### config.mk
export PLATFORM = sky130hd
export DESIGN_NAME = rowhit_sel
export DESIGN_NICKNAME = d
export VERILOG_FILES = /design/src/rtl/rowhit_sel_pkg.sv /design/src/rtl/rowhit_sel_banks.sv /design/src/rtl/rowhit_sel_pick.sv /design/src/rtl/rowhit_sel.sv
export SDC_FILE = /design/constraint.sdc
export NUM_CORES = 1
export LEC_CHECK = 0
export BUFFER_PORTS_ARGS = -buffer_cell sky130_fd_sc_hd__buf_2
export CORE_MARGIN = 3
export CORE_UTILIZATION = 50
export CTS_CLUSTER_SIZE = 25
export DETAILED_ROUTE_END_ITERATION = 8
export PLACE_DENSITY = 0.67
export SYNTH_ARGS = -nofsm -noshare
export SYNTH_HDL_FRONTEND = slang
export SYNTH_HIERARCHICAL = 1
export SYNTH_SLANG_ARGS = --single-unit
### constraint.sdc
create_clock -name clk -period 17.3 [get_ports clk]
set_input_delay 3.46 -clock clk [delete_from_list [all_inputs] [get_ports clk]]
set_output_delay 3.46 -clock clk [all_outputs]
set_load 0.02 [all_outputs]
### src/rtl/rowhit_sel_pkg.sv
package rowhit_sel_pkg;

    typedef enum logic {
        POL_ARRIVAL = 1'b0,
        POL_ROWHIT  = 1'b1
    } sel_policy_e;

    typedef enum logic {
        ST_IDLE  = 1'b0,
        ST_GRANT = 1'b1
    } sel_state_e;

endpackage

### src/rtl/rowhit_sel_banks.sv
module rowhit_sel_banks #(
    parameter int NB      = 8,
    parameter int ROW_W   = 8,
    parameter int MAX_ACC = 3,
    parameter int T_MISS  = 6,
    parameter int T_HIT   = 2,
    parameter int BANK_W  = 3,
    parameter int BUSY_W  = 3
) (
    input  logic                          clk,
    input  logic                          rst_n,
    input  logic                          upd_en,
    input  logic [BANK_W-1:0]             upd_bank,
    input  logic [ROW_W-1:0]              upd_row,
    output logic [NB-1:0][ROW_W-1:0]      open_row_o,
    output logic [NB-1:0][BUSY_W-1:0]     busy_o
);
    localparam int CNT_W = $clog2(MAX_ACC + 1);
    localparam logic [ROW_W-1:0] ROW_CLOSED = '1;

    for (genvar b = 0; b < NB; b++) begin : g_bank
        logic [ROW_W-1:0]  row_q;
        logic [CNT_W-1:0]  cnt_q;
        logic [BUSY_W-1:0] busy_q;
        logic              sel_b;
        logic              hit_b;
        logic [CNT_W-1:0]  nxt_cnt;

        assign sel_b   = upd_en && (upd_bank == BANK_W'(b));
        assign hit_b   = (row_q == upd_row) && (row_q != ROW_CLOSED);
        assign nxt_cnt = hit_b ? cnt_q + 1'b1 : CNT_W'(1);

        always_ff @(posedge clk or negedge rst_n) begin
            if (!rst_n) begin
                row_q  <= ROW_CLOSED;
                cnt_q  <= '0;
                busy_q <= '0;
            end else if (sel_b) begin
                busy_q <= hit_b ? BUSY_W'(T_HIT) : BUSY_W'(T_MISS);
                if (nxt_cnt >= CNT_W'(MAX_ACC)) begin
                    row_q <= ROW_CLOSED;
                    cnt_q <= '0;
                end else begin
                    row_q <= upd_row;
                    cnt_q <= nxt_cnt;
                end
            end else if (busy_q != '0) begin
                busy_q <= busy_q - 1'b1;
            end
        end

        assign open_row_o[b] = row_q;
        assign busy_o[b]     = busy_q;
    end

endmodule

### src/rtl/rowhit_sel_pick.sv
module rowhit_sel_pick #(
    parameter int NQ     = 4,
    parameter int NB     = 8,
    parameter int ROW_W  = 8,
    parameter int BANK_W = 3,
    parameter int BUSY_W = 3,
    parameter int IDX_W  = 2
) (
    input  logic                       policy,
    input  logic [NQ-1:0]              req_valid,
    input  logic [NQ-1:0][BANK_W-1:0]  ent_bank,
    input  logic [NQ-1:0][ROW_W-1:0]   ent_row,
    input  logic [NB-1:0][ROW_W-1:0]   open_row,
    input  logic [NB-1:0][BUSY_W-1:0]  busy,
    output logic                       any_o,
    output logic [IDX_W-1:0]           sel_idx_o,
    output logic                       sel_hit_o
);
    import rowhit_sel_pkg::*;

    localparam logic [ROW_W-1:0] ROW_CLOSED = '1;

    logic [NQ-1:0]     row_match;
    logic [NQ-1:0]     hit_free;
    logic [NQ-1:0]     elig;
    logic [NQ-1:0]     cand;
    logic [NB-1:0]     early_mask;
    logic [BUSY_W-1:0] min_busy;

    always_comb begin
        row_match  = '0;
        hit_free   = '0;
        elig       = '0;
        early_mask = '0;
        min_busy   = '1;
        for (int i = 0; i < NQ; i++) begin
            row_match[i] = req_valid[i]
                         && (open_row[ent_bank[i]] == ent_row[i])
                         && (open_row[ent_bank[i]] != ROW_CLOSED);
            hit_free[i]  = row_match[i] && (busy[ent_bank[i]] == '0);
            if (req_valid[i] && (busy[ent_bank[i]] < min_busy))
                min_busy = busy[ent_bank[i]];
        end
        for (int i = 0; i < NQ; i++) begin
            if (req_valid[i] && (busy[ent_bank[i]] == min_busy))
                early_mask[ent_bank[i]] = 1'b1;
        end
        for (int i = 0; i < NQ; i++) begin
            elig[i] = req_valid[i] && early_mask[ent_bank[i]];
        end
    end

    always_comb begin
        if (sel_policy_e'(policy) == POL_ARRIVAL)
            cand = req_valid;
        else if (|hit_free)
            cand = hit_free;
        else
            cand = elig;
    end

    always_comb begin
        sel_idx_o = '0;
        for (int i = NQ - 1; i >= 0; i--) begin
            if (cand[i]) sel_idx_o = IDX_W'(i);
        end
    end

    assign sel_hit_o = row_match[sel_idx_o];
    assign any_o     = |req_valid;

endmodule

### src/rtl/rowhit_sel.sv
module rowhit_sel
    import rowhit_sel_pkg::*;
#(
    parameter int NQ      = 4,
    parameter int RANKS   = 2,
    parameter int BPR     = 4,
    parameter int ROW_W   = 8,
    parameter int MAX_ACC = 3,
    parameter int T_MISS  = 6,
    parameter int T_HIT   = 2,
    localparam int NB     = RANKS * BPR,
    localparam int RANK_W = (RANKS > 1) ? $clog2(RANKS) : 1,
    localparam int BSEL_W = (BPR > 1) ? $clog2(BPR) : 1,
    localparam int BANK_W = (NB > 1) ? $clog2(NB) : 1,
    localparam int IDX_W  = (NQ > 1) ? $clog2(NQ) : 1
) (
    input  logic                   clk,
    input  logic                   rst_n,
    input  logic                   policy,
    input  logic                   pick,
    input  logic [NQ-1:0]          req_valid,
    input  logic [NQ*RANK_W-1:0]   req_rank,
    input  logic [NQ*BSEL_W-1:0]   req_bank,
    input  logic [NQ*ROW_W-1:0]    req_row,
    output logic                   grant_valid,
    output logic [IDX_W-1:0]       grant_idx,
    output logic                   grant_hit,
    output logic [BANK_W-1:0]      grant_bank
);
    localparam int T_MAX  = (T_MISS > T_HIT) ? T_MISS : T_HIT;
    localparam int BUSY_W = $clog2(T_MAX + 1);

    logic [NQ-1:0][BANK_W-1:0] ent_bank;
    logic [NQ-1:0][ROW_W-1:0]  ent_row;
    logic [NB-1:0][ROW_W-1:0]  open_row;
    logic [NB-1:0][BUSY_W-1:0] busy;
    logic                      any_req;
    logic [IDX_W-1:0]          sel_idx;
    logic                      sel_hit;
    logic                      take;

    sel_state_e                state_q, state_d;
    logic [IDX_W-1:0]          idx_q;
    logic                      hit_q;
    logic [BANK_W-1:0]         bank_q;

    for (genvar i = 0; i < NQ; i++) begin : g_decode
        assign ent_bank[i] = BANK_W'(req_rank[i*RANK_W +: RANK_W]) * BANK_W'(BPR)
                           + BANK_W'(req_bank[i*BSEL_W +: BSEL_W]);
        assign ent_row[i]  = req_row[i*ROW_W +: ROW_W];
    end

    rowhit_sel_pick #(
        .NQ(NQ), .NB(NB), .ROW_W(ROW_W), .BANK_W(BANK_W),
        .BUSY_W(BUSY_W), .IDX_W(IDX_W)
    ) u_pick (
        .policy    (policy),
        .req_valid (req_valid),
        .ent_bank  (ent_bank),
        .ent_row   (ent_row),
        .open_row  (open_row),
        .busy      (busy),
        .any_o     (any_req),
        .sel_idx_o (sel_idx),
        .sel_hit_o (sel_hit)
    );

    assign take = (state_q == ST_IDLE) && pick && any_req;

    rowhit_sel_banks #(
        .NB(NB), .ROW_W(ROW_W), .MAX_ACC(MAX_ACC), .T_MISS(T_MISS),
        .T_HIT(T_HIT), .BANK_W(BANK_W), .BUSY_W(BUSY_W)
    ) u_banks (
        .clk        (clk),
        .rst_n      (rst_n),
        .upd_en     (take),
        .upd_bank   (ent_bank[sel_idx]),
        .upd_row    (ent_row[sel_idx]),
        .open_row_o (open_row),
        .busy_o     (busy)
    );

    always_comb begin
        state_d = state_q;
        unique case (state_q)
            ST_IDLE:  if (take) state_d = ST_GRANT;
            ST_GRANT: state_d = ST_IDLE;
            default:  state_d = ST_IDLE;
        endcase
    end

    always_ff @(posedge clk or negedge rst_n) begin
        if (!rst_n) begin
            state_q <= ST_IDLE;
            idx_q   <= '0;
            hit_q   <= 1'b0;
            bank_q  <= '0;
        end else begin
            state_q <= state_d;
            if (take) begin
                idx_q  <= sel_idx;
                hit_q  <= sel_hit;
                bank_q <= ent_bank[sel_idx];
            end
        end
    end

    always_comb begin
        grant_valid = (state_q == ST_GRANT);
        grant_idx   = idx_q;
        grant_hit   = hit_q && (state_q == ST_GRANT);
        grant_bank  = bank_q;
    end

endmodule

=== Word-level counts from Yosys, hierarchy flattened ===
Cells that the tools add are included.
W data, S select, Z words.

* $add $sub $neg: 20
* Magnitude comparators: 21
* Equality and inequality tests: 35
* Multiplexer cells: 102
* Bitwise logic cells: 4
* Reductions and logical operators: 70

{| class="wikitable"
|+ Operators by type and width
! operator !! number
|-
| $mux W8 || 17
|-
| $mux W3 || 33
|-
| $bmux W8 S3 || 4
|-
| $eq A8 B8 Y1 || 12
|-
| $ne A8 B8 Y1 const B || 12
|-
| $logic_and A1 B1 Y1 || 47
|-
| $mux W2 || 20
|-
| $bmux W3 S3 || 4
|-
| $or A8 B8 Y8 || 3
|-
| $reduce_bool A3 Y1 || 8
|-
| $sub A3 B1 Y3 const B || 8
|-
| $add A2 B1 Y2 const B || 8
|-
| $bmux W8 S2 || 1
|-
| $ge A2 B2 Y1 const B || 8
|-
| $lt A3 B4 Y1 const B || 4
|-
| $reduce_bool A2 Y1 || 8
|-
| $logic_not A3 Y1 || 5
|-
| $add A3 B2 Y3 || 4
|-
| $bmux W1 S3 || 4
|-
| $demux W1 S3 || 4
|-
| $eq A3 B3 Y1 || 4
|-
| $eq A3 B3 Y1 const B || 4
|-
| $ge A3 B1 Y1 const B || 4
|-
| $mux W1 || 10
|-
| 11 further kinds || 16
|}

* Bits in registers: 111
* Input port bits: 52
* Output and inout bits: 7
* Word-level logic and storage cells: 280

=== Longest topological paths before layout ===
* Depth after elaboration: 40
* Mapped depth: 45
* Mapped depth without buffers: 38

=== Cells and area by module ===
Netlist, hierarchy kept.

{| class="wikitable"
|+ Modules (own cells, without submodules)
! module !! instances !! cells an instance !! area an instance (µm²) !! sequential area each (µm²)
|-
| rowhit_sel_banks || 1 || 590 || 5,789.3 || 2,682.6
|-
| rowhit_sel_pick || 1 || 621 || 4,979.8 || 0.0
|-
| rowhit_sel || 1 || 30 || 575.6 || 175.2
|}

=== Least setup slack after synthesis ===
OpenSTA, ideal clock, no wires.

* Path kind: input -> register
* Start: input port req_bank[3]
* End: register u_banks.g_bank[7].row_q[6]
* Library setup time: 0.072 ns
* Arrival: 11.861 ns
* Data required time: 17.229 ns
* Setup slack: 5.368 ns
* Stages: 41
* Buffers on the path: 6
* Cell sequence: buf_4 > buf_2 > buf_2 > nand3b_1 > o211ai_1 > a21o_1 > ha_1 > nand2b_1 > and2_1 > a311oi_1 > and2_1 > inv_1 > ha_1 > a21oi_1 > o21ai_0 > nor4_2 > nor2_1 > a21boi_4 > [... 5 more ...] > buf_4 > o211ai_1 > a311oi_2 > nand2_1 > nor4_4 > o32ai_1 > a211o_1 > a31oi_1 > a221o_2 > nand2_1 > a21boi_1 > buf_6 > mux4_1 > buf_2 > xor2_1 > nor4_1 > o2111ai_1 > nand3_1

* Cells in the longest elaborated chain, start to end: 37
* Elaborated cells on any way between the ends: 70
* Those cells by class: 1 x add/sub; 6 x order compare; 8 x eq/ne; 33 x mux; 3 x bitwise; 19 x reduce/logical

{| class="wikitable"
|+ Ends and longest elaborated chain
! item !! RTL line !! text
|-
| start: declaration || rowhit_sel.sv:23 || <nowiki>input logic [NQ*BSEL_W-1:0] req_bank,</nowiki>
|-
| $add A3 B2 Y3 * || rowhit_sel.sv:49 || <nowiki>+ BANK_W'(req_bank[i*BSEL_W +: BSEL_W]);</nowiki>
|-
| $bmux W3 S3 || - ||
|-
| $mux W3 (implied by the code) || - ||
|-
| $lt A3 B3 Y1 || rowhit_sel_pick.sv:41 || <nowiki>if (req_valid[i] && (busy[ent_bank[i]] < min_busy))</nowiki>
|-
| $logic_and A1 B1 Y1 || rowhit_sel_pick.sv:41 ||
|-
| $mux W3 || rowhit_sel_pick.sv:41 ||
|-
| $lt A3 B3 Y1 || rowhit_sel_pick.sv:41 ||
|-
| $logic_and A1 B1 Y1 || rowhit_sel_pick.sv:41 ||
|-
| [... 22 more ...] || - ||
|-
| named net sel_idx[0] || rowhit_sel.sv:38 || <nowiki>logic [IDX_W-1:0] sel_idx;</nowiki>
|-
| $bmux W8 S2 || rowhit_sel.sv:78 || <nowiki>.upd_row (ent_row[sel_idx]),</nowiki>
|-
| $mux W8 (implied by the code) || rowhit_sel.sv:78 ||
|-
| $eq A8 B8 Y1 || rowhit_sel_banks.sv:30 || <nowiki>assign hit_b = (row_q == upd_row) && (row_q != ROW_CLOSED);</nowiki>
|-
| $logic_and A1 B1 Y1 || rowhit_sel_banks.sv:30 ||
|-
| $mux W2 || rowhit_sel_banks.sv:31 || <nowiki>assign nxt_cnt = hit_b ? cnt_q + 1'b1 : CNT_W'(1);</nowiki>
|-
| $ge A2 B2 Y1 || rowhit_sel_banks.sv:40 || <nowiki>if (nxt_cnt >= CNT_W'(MAX_ACC)) begin</nowiki>
|-
| $mux W8 || rowhit_sel_banks.sv:40 ||
|-
| end signal: assignment || rowhit_sel_banks.sv:44 || <nowiki>row_q <= upd_row;</nowiki>
|-
| end: declaration || rowhit_sel_banks.sv:22 || <nowiki>logic [ROW_W-1:0] row_q;</nowiki>
|}

Mark *: on every way through the listed nets, which the timed path passes. The rest lies on a longest branch. The select of a mux whose other input is x is not followed.
A chain may end at the register's enable or synchronous reset.

=== Worst setup path in the final report ===
* Start: input port req_rank[0]
* End: register u_banks.g_bank[6].row_q[2]

* Cells in the longest elaborated chain, start to end: 40
* Elaborated cells on any way between the ends: 73
* Those cells by class: 1 x add/sub; 7 x order compare; 8 x eq/ne; 34 x mux; 3 x bitwise; 20 x reduce/logical

{| class="wikitable"
|+ Ends and longest elaborated chain
! item !! RTL line !! text
|-
| start: declaration || rowhit_sel.sv:22 || <nowiki>input logic [NQ*RANK_W-1:0] req_rank,</nowiki>
|-
| $add A3 B2 Y3 * || rowhit_sel.sv:49 ||
|-
| $bmux W3 S3 || - ||
|-
| $mux W3 (implied by the code) || - ||
|-
| $lt A3 B3 Y1 || rowhit_sel_pick.sv:41 ||
|-
| $logic_and A1 B1 Y1 || rowhit_sel_pick.sv:41 ||
|-
| $mux W3 || rowhit_sel_pick.sv:41 ||
|-
| $lt A3 B3 Y1 || rowhit_sel_pick.sv:41 ||
|-
| $logic_and A1 B1 Y1 || rowhit_sel_pick.sv:41 ||
|-
| [... 25 more ...] || - ||
|-
| named net sel_idx[0] || rowhit_sel.sv:38 ||
|-
| $bmux W8 S2 || rowhit_sel.sv:78 ||
|-
| $mux W8 (implied by the code) || rowhit_sel.sv:78 ||
|-
| $eq A8 B8 Y1 || rowhit_sel_banks.sv:30 ||
|-
| $logic_and A1 B1 Y1 || rowhit_sel_banks.sv:30 ||
|-
| $mux W2 || rowhit_sel_banks.sv:31 ||
|-
| $ge A2 B2 Y1 || rowhit_sel_banks.sv:40 ||
|-
| $mux W8 || rowhit_sel_banks.sv:40 ||
|-
| end signal: assignment || rowhit_sel_banks.sv:44 ||
|-
| end: declaration || rowhit_sel_banks.sv:22 ||
|}

Marked as above.

==> results.json <==
{
  "cp_max_fo": 28,
  "vias": 10700,
  "worstHoldEndpoint": "u_banks/g_bank[3].cnt_q[1]$_DFFE_PN0P_",
  "postSynth.topFlopCell": "sky130_fd_sc_hd__dfstp_2",
  "reg2reg_slack_ps": 6850,
  "fin_crit_sh_pct": 81.6,
  "finalPower_uw": 2120,
  "antenna_violations_before_repair": 0,
  "synth.avg_cell_area_sq_um": 9.14,
  "worst_clock_skew_ps": 13.6,
  "synth.ff_latch_count": 111,
  "hold_viol_final": 0,
  "cts.sink_count": 111,
  "start_util_pct": 51.5,
  "grt_setup_unrepaired": "no",
  "first_global_vias": 9910,
  "leakage_power_summed_over_all_cells_uw": 0.00509,
  "totalNegativeSetupSlack_ps": 0,
  "post_cts_buffers": 0,
  "max-cap-violations": 0,
  "overflow": 0,
  "route.detailed.drc": 0,
  "peakVddDrop_uv": 67.2,
  "unique_cell_type_count_in_the_yosys_netlist": 98,
  "totalWireLength_um": 38900,
  "timing.critical_path.arrival_ps": 14410,
  "rr_worst_depth": 35,
  "grt_max_degree": 61,
  "port_buffers": 58,
  "min_from": "u_banks/g_bank[3].cnt_q[1]$_DFFE_PN0P_",
  "design.portCount": 59,
  "setup.worst_path.class": "in -> reg",
  "finish.net_count": 1316,
  "global_route_wire_length_before_repair_um": 59000,
  "clock_tree_from_tritoncts": "built",
  "final_antenna_net_count": 0,
  "drt_pass1_iterations": 6,
  "finalSetupViolCount": 0,
  "syn_area_sq_um": 11300,
  "ys_async_sr_fraction_pct": 100,
  "globalRouteTotalUtil_pct": 31.2,
  "post-place-ws_ps": 3110,
  "worst_slack_setup_final_ps": 3180,
  "die_h_um": 157,
  "timing.hold.worst.class": "reg -> reg",
  "slew_headroom_pct": 28.9,
  "cell_type_of_the_slowest_stage_on_the_worst_timing_path": "sky130_fd_sc_hd__mux4_1",
  "synth_warnings": 6,
  "drt-initial-drc-count": 1536,
  "synth-edff-count": 0,
  "tightest_slew_ps": 1070,
  "coreArea_sq_um": 22000,
  "placed_area_sq_um": 11800,
  "path_delay_family": "compound AO/OA/AOI/OAI gates",
  "layout-area-overhead-vs-synth_pct": 6.64,
  "timing.critical_path.mode_cell": "sky130_fd_sc_hd__nand2_1",
  "crit_required_ps": 17600,
  "run_status": "finished, final reports clean",
  "post_drt_wl_per_cell_um": 25.4,
  "detailedPlacementHpwl_um": 28300,
  "final_common_cell": "sky130_fd_sc_hd__nand2_1",
  "final_cell_mix": "142 x sky130_fd_sc_hd__nand2_1, 99 x sky130_fd_sc_hd__mux2i_1, 86 x sky130_fd_sc_hd__nor2_1, 75 x sky130_fd_sc_hd__xor2_1, 64 x sky130_fd_sc_hd__dfstp_2",
  "r2r_end": "u_banks/g_bank[6].row_q[2]$_DFFE_PN1P_",
  "crit_path_end_kind": "flip-flop",
  "clock_tree.buffer_depth": 2,
  "floorplan.rows": 54,
  "hold_buffers": 0,
  "clockRootBuffer": "sky130_fd_sc_hd__clkbuf_16",
  "synth_sequential_area_ratio_pct": 25.2,
  "report.final.slew_viol_count": 0,
  "critPathMaxStageDelay_ps": 880,
  "worst_skew_pair.late_latency_ps": 370,
  "gp_congestion": 1.01,
  "final_cell_area_sq_um": 12100,
  "antennaDiodeCount": 0,
  "die_w_um": 157,
  "critical_path.n_buffers_inverters": 4,
  "worst_setup_hold_path_clk_slew_ps": 90,
  "cts-htree-levels": 3,
  "post_cts_resized": 0,
  "dp_cells": 1512,
  "post-route-min-period_ps": 14120,
  "layout-drive-gt1-share_pct": 21.7,
  "worst_hold_path.num_cells": 1,
  "die-area_sq_um": 24500,
  "synth_nets": 1314,
  "pwr_density_cell_nw_per_um2": 175,
  "setup.worst_path.start_class": "primary input",
  "route.detailed.vias_per_inst": 6.98,
  "finish.cell_count_without_fillers": 1528,
  "worstReg2RegStart": "u_banks/g_bank[5].busy_q[2]$_DFFE_PN0P_",
  "nFillCells": 2044,
  "fmax_mhz": 70.8,
  "postSynthCellCount": 1241,
  "numCtsBuffers": 9
}
-- cells in the mapped netlist (7+ instances only) --
master | count | share of area, %
sky130_fd_sc_hd__dfstp_2 | 64 | 15
sky130_fd_sc_hd__dfrtp_1 | 47 | 10
sky130_fd_sc_hd__o22ai_1 | 7 | 0.39
sky130_fd_sc_hd__nand2b_1 | 20 | 1.1
sky130_fd_sc_hd__nand3_1 | 52 | 2.3
sky130_fd_sc_hd__o2111ai_1 | 7 | 0.54
sky130_fd_sc_hd__mux2_2 | 34 | 3.4
sky130_fd_sc_hd__mux2i_1 | 99 | 8.7
sky130_fd_sc_hd__nor2b_1 | 19 | 1.0
sky130_fd_sc_hd__or2_2 | 9 | 0.50
sky130_fd_sc_hd__a221o_1 | 7 | 0.62
sky130_fd_sc_hd__nor3_1 | 22 | 0.97
sky130_fd_sc_hd__nand2_1 | 142 | 4.7
sky130_fd_sc_hd__buf_2 | 37 | 1.6
sky130_fd_sc_hd__a221oi_1 | 16 | 1.2
sky130_fd_sc_hd__inv_1 | 39 | 1.3
sky130_fd_sc_hd__o2111a_1 | 7 | 0.69
sky130_fd_sc_hd__a31oi_1 | 8 | 0.44
sky130_fd_sc_hd__clkbuf_1 | 33 | 1.1
sky130_fd_sc_hd__nor4_1 | 23 | 1.3
sky130_fd_sc_hd__xnor2_1 | 34 | 2.6
sky130_fd_sc_hd__o21ai_0 | 23 | 1.0
sky130_fd_sc_hd__mux4_1 | 10 | 2.3
sky130_fd_sc_hd__ha_1 | 21 | 2.3
sky130_fd_sc_hd__and2_1 | 9 | 0.50
sky130_fd_sc_hd__a21oi_1 | 30 | 1.3
sky130_fd_sc_hd__a211oi_1 | 7 | 0.46
sky130_fd_sc_hd__a22oi_1 | 13 | 0.86
sky130_fd_sc_hd__nor2_1 | 86 | 2.8
sky130_fd_sc_hd__mux4_2 | 40 | 7.9
sky130_fd_sc_hd__xor2_1 | 75 | 5.8
sky130_fd_sc_hd__nand4_1 | 39 | 2.2
sky130_fd_sc_hd__and3_1 | 18 | 0.99
-- cell families after synthesis --
logic type,count (synthesis),share of synthesized area (%)
adder cells (fa/ha/maj),21,2.32
flip-flops,111,25.2
AND/OR/NAND/NOR,477,21.7
XOR/XNOR,110,8.56
buffers and inverters,126,4.84
multiplexers,184,22.5
AO/OA/AOI/OAI,212,14.9
-- per-stage QoR --
step | hold WS (ps) | utilization [%]
3_5_place_dp | 497 | 53.4
4_1_cts | 513 | 54.9
5_1_grt | 548 | 54.9
2_1_floorplan | 467 | -
6_report | 512 | 54.9
3_3_place_gp | 489 | 53.4
-- flip-flops by register name, indices dropped and copies added (netlist names) --
signal,flops
grant_bank,3
grant_idx,2
grant_valid,1
hit_q,1
u_banks/g_bank.busy_q,24
u_banks/g_bank.cnt_q,16
u_banks/g_bank.row_q,64
-- metal layers --
metal	share of wire, %	track usage [%]	routed length, um
met4	4.5	12.9	1770
met1	41	43.0	15800
met3	11	7.19	4250
met5	0	0	0
met2	44	47.6	17100
-- power breakdown --
group / internal [uW] / total, uW / switching (uW)
registers: 444 / 729 / 285
logic: 510 / 1160 / 649
clock network: 118 / 230 / 112
-- worst max path at each step --
stage	depth (start not counted)	startpoint	to
2_1_floorplan	41	req_bank[3]	u_banks/g_bank[7].row_q[6]$_DFFE_PN1P_
3_3_place_gp	37	req_rank[0]	u_banks/g_bank[6].row_q[2]$_DFFE_PN1P_
3_5_place_dp	37	req_rank[0]	u_banks/g_bank[6].row_q[2]$_DFFE_PN1P_
4_1_cts	37	req_rank[0]	u_banks/g_bank[6].row_q[2]$_DFFE_PN1P_
5_1_grt	36	req_rank[0]	u_banks/g_bank[5].row_q[7]$_DFFE_PN1P_
6_report	37	req_rank[0]	u_banks/g_bank[6].row_q[2]$_DFFE_PN1P_
-- final cells by class --
class,count,area (sq um),share of cell area [%]
Timing Repair Buffer,73,405,3.35
Inverter,44,165,1.37
Clock inverter,7,105,0.869
Tap cell,280,350,2.90
Clock buffer,9,225,1.86
Sequential cell,111,2860,23.6
Multi-Input combinational cell,1004,7990,66.0
No activity file was read; power rests on OpenSTA's default activity.
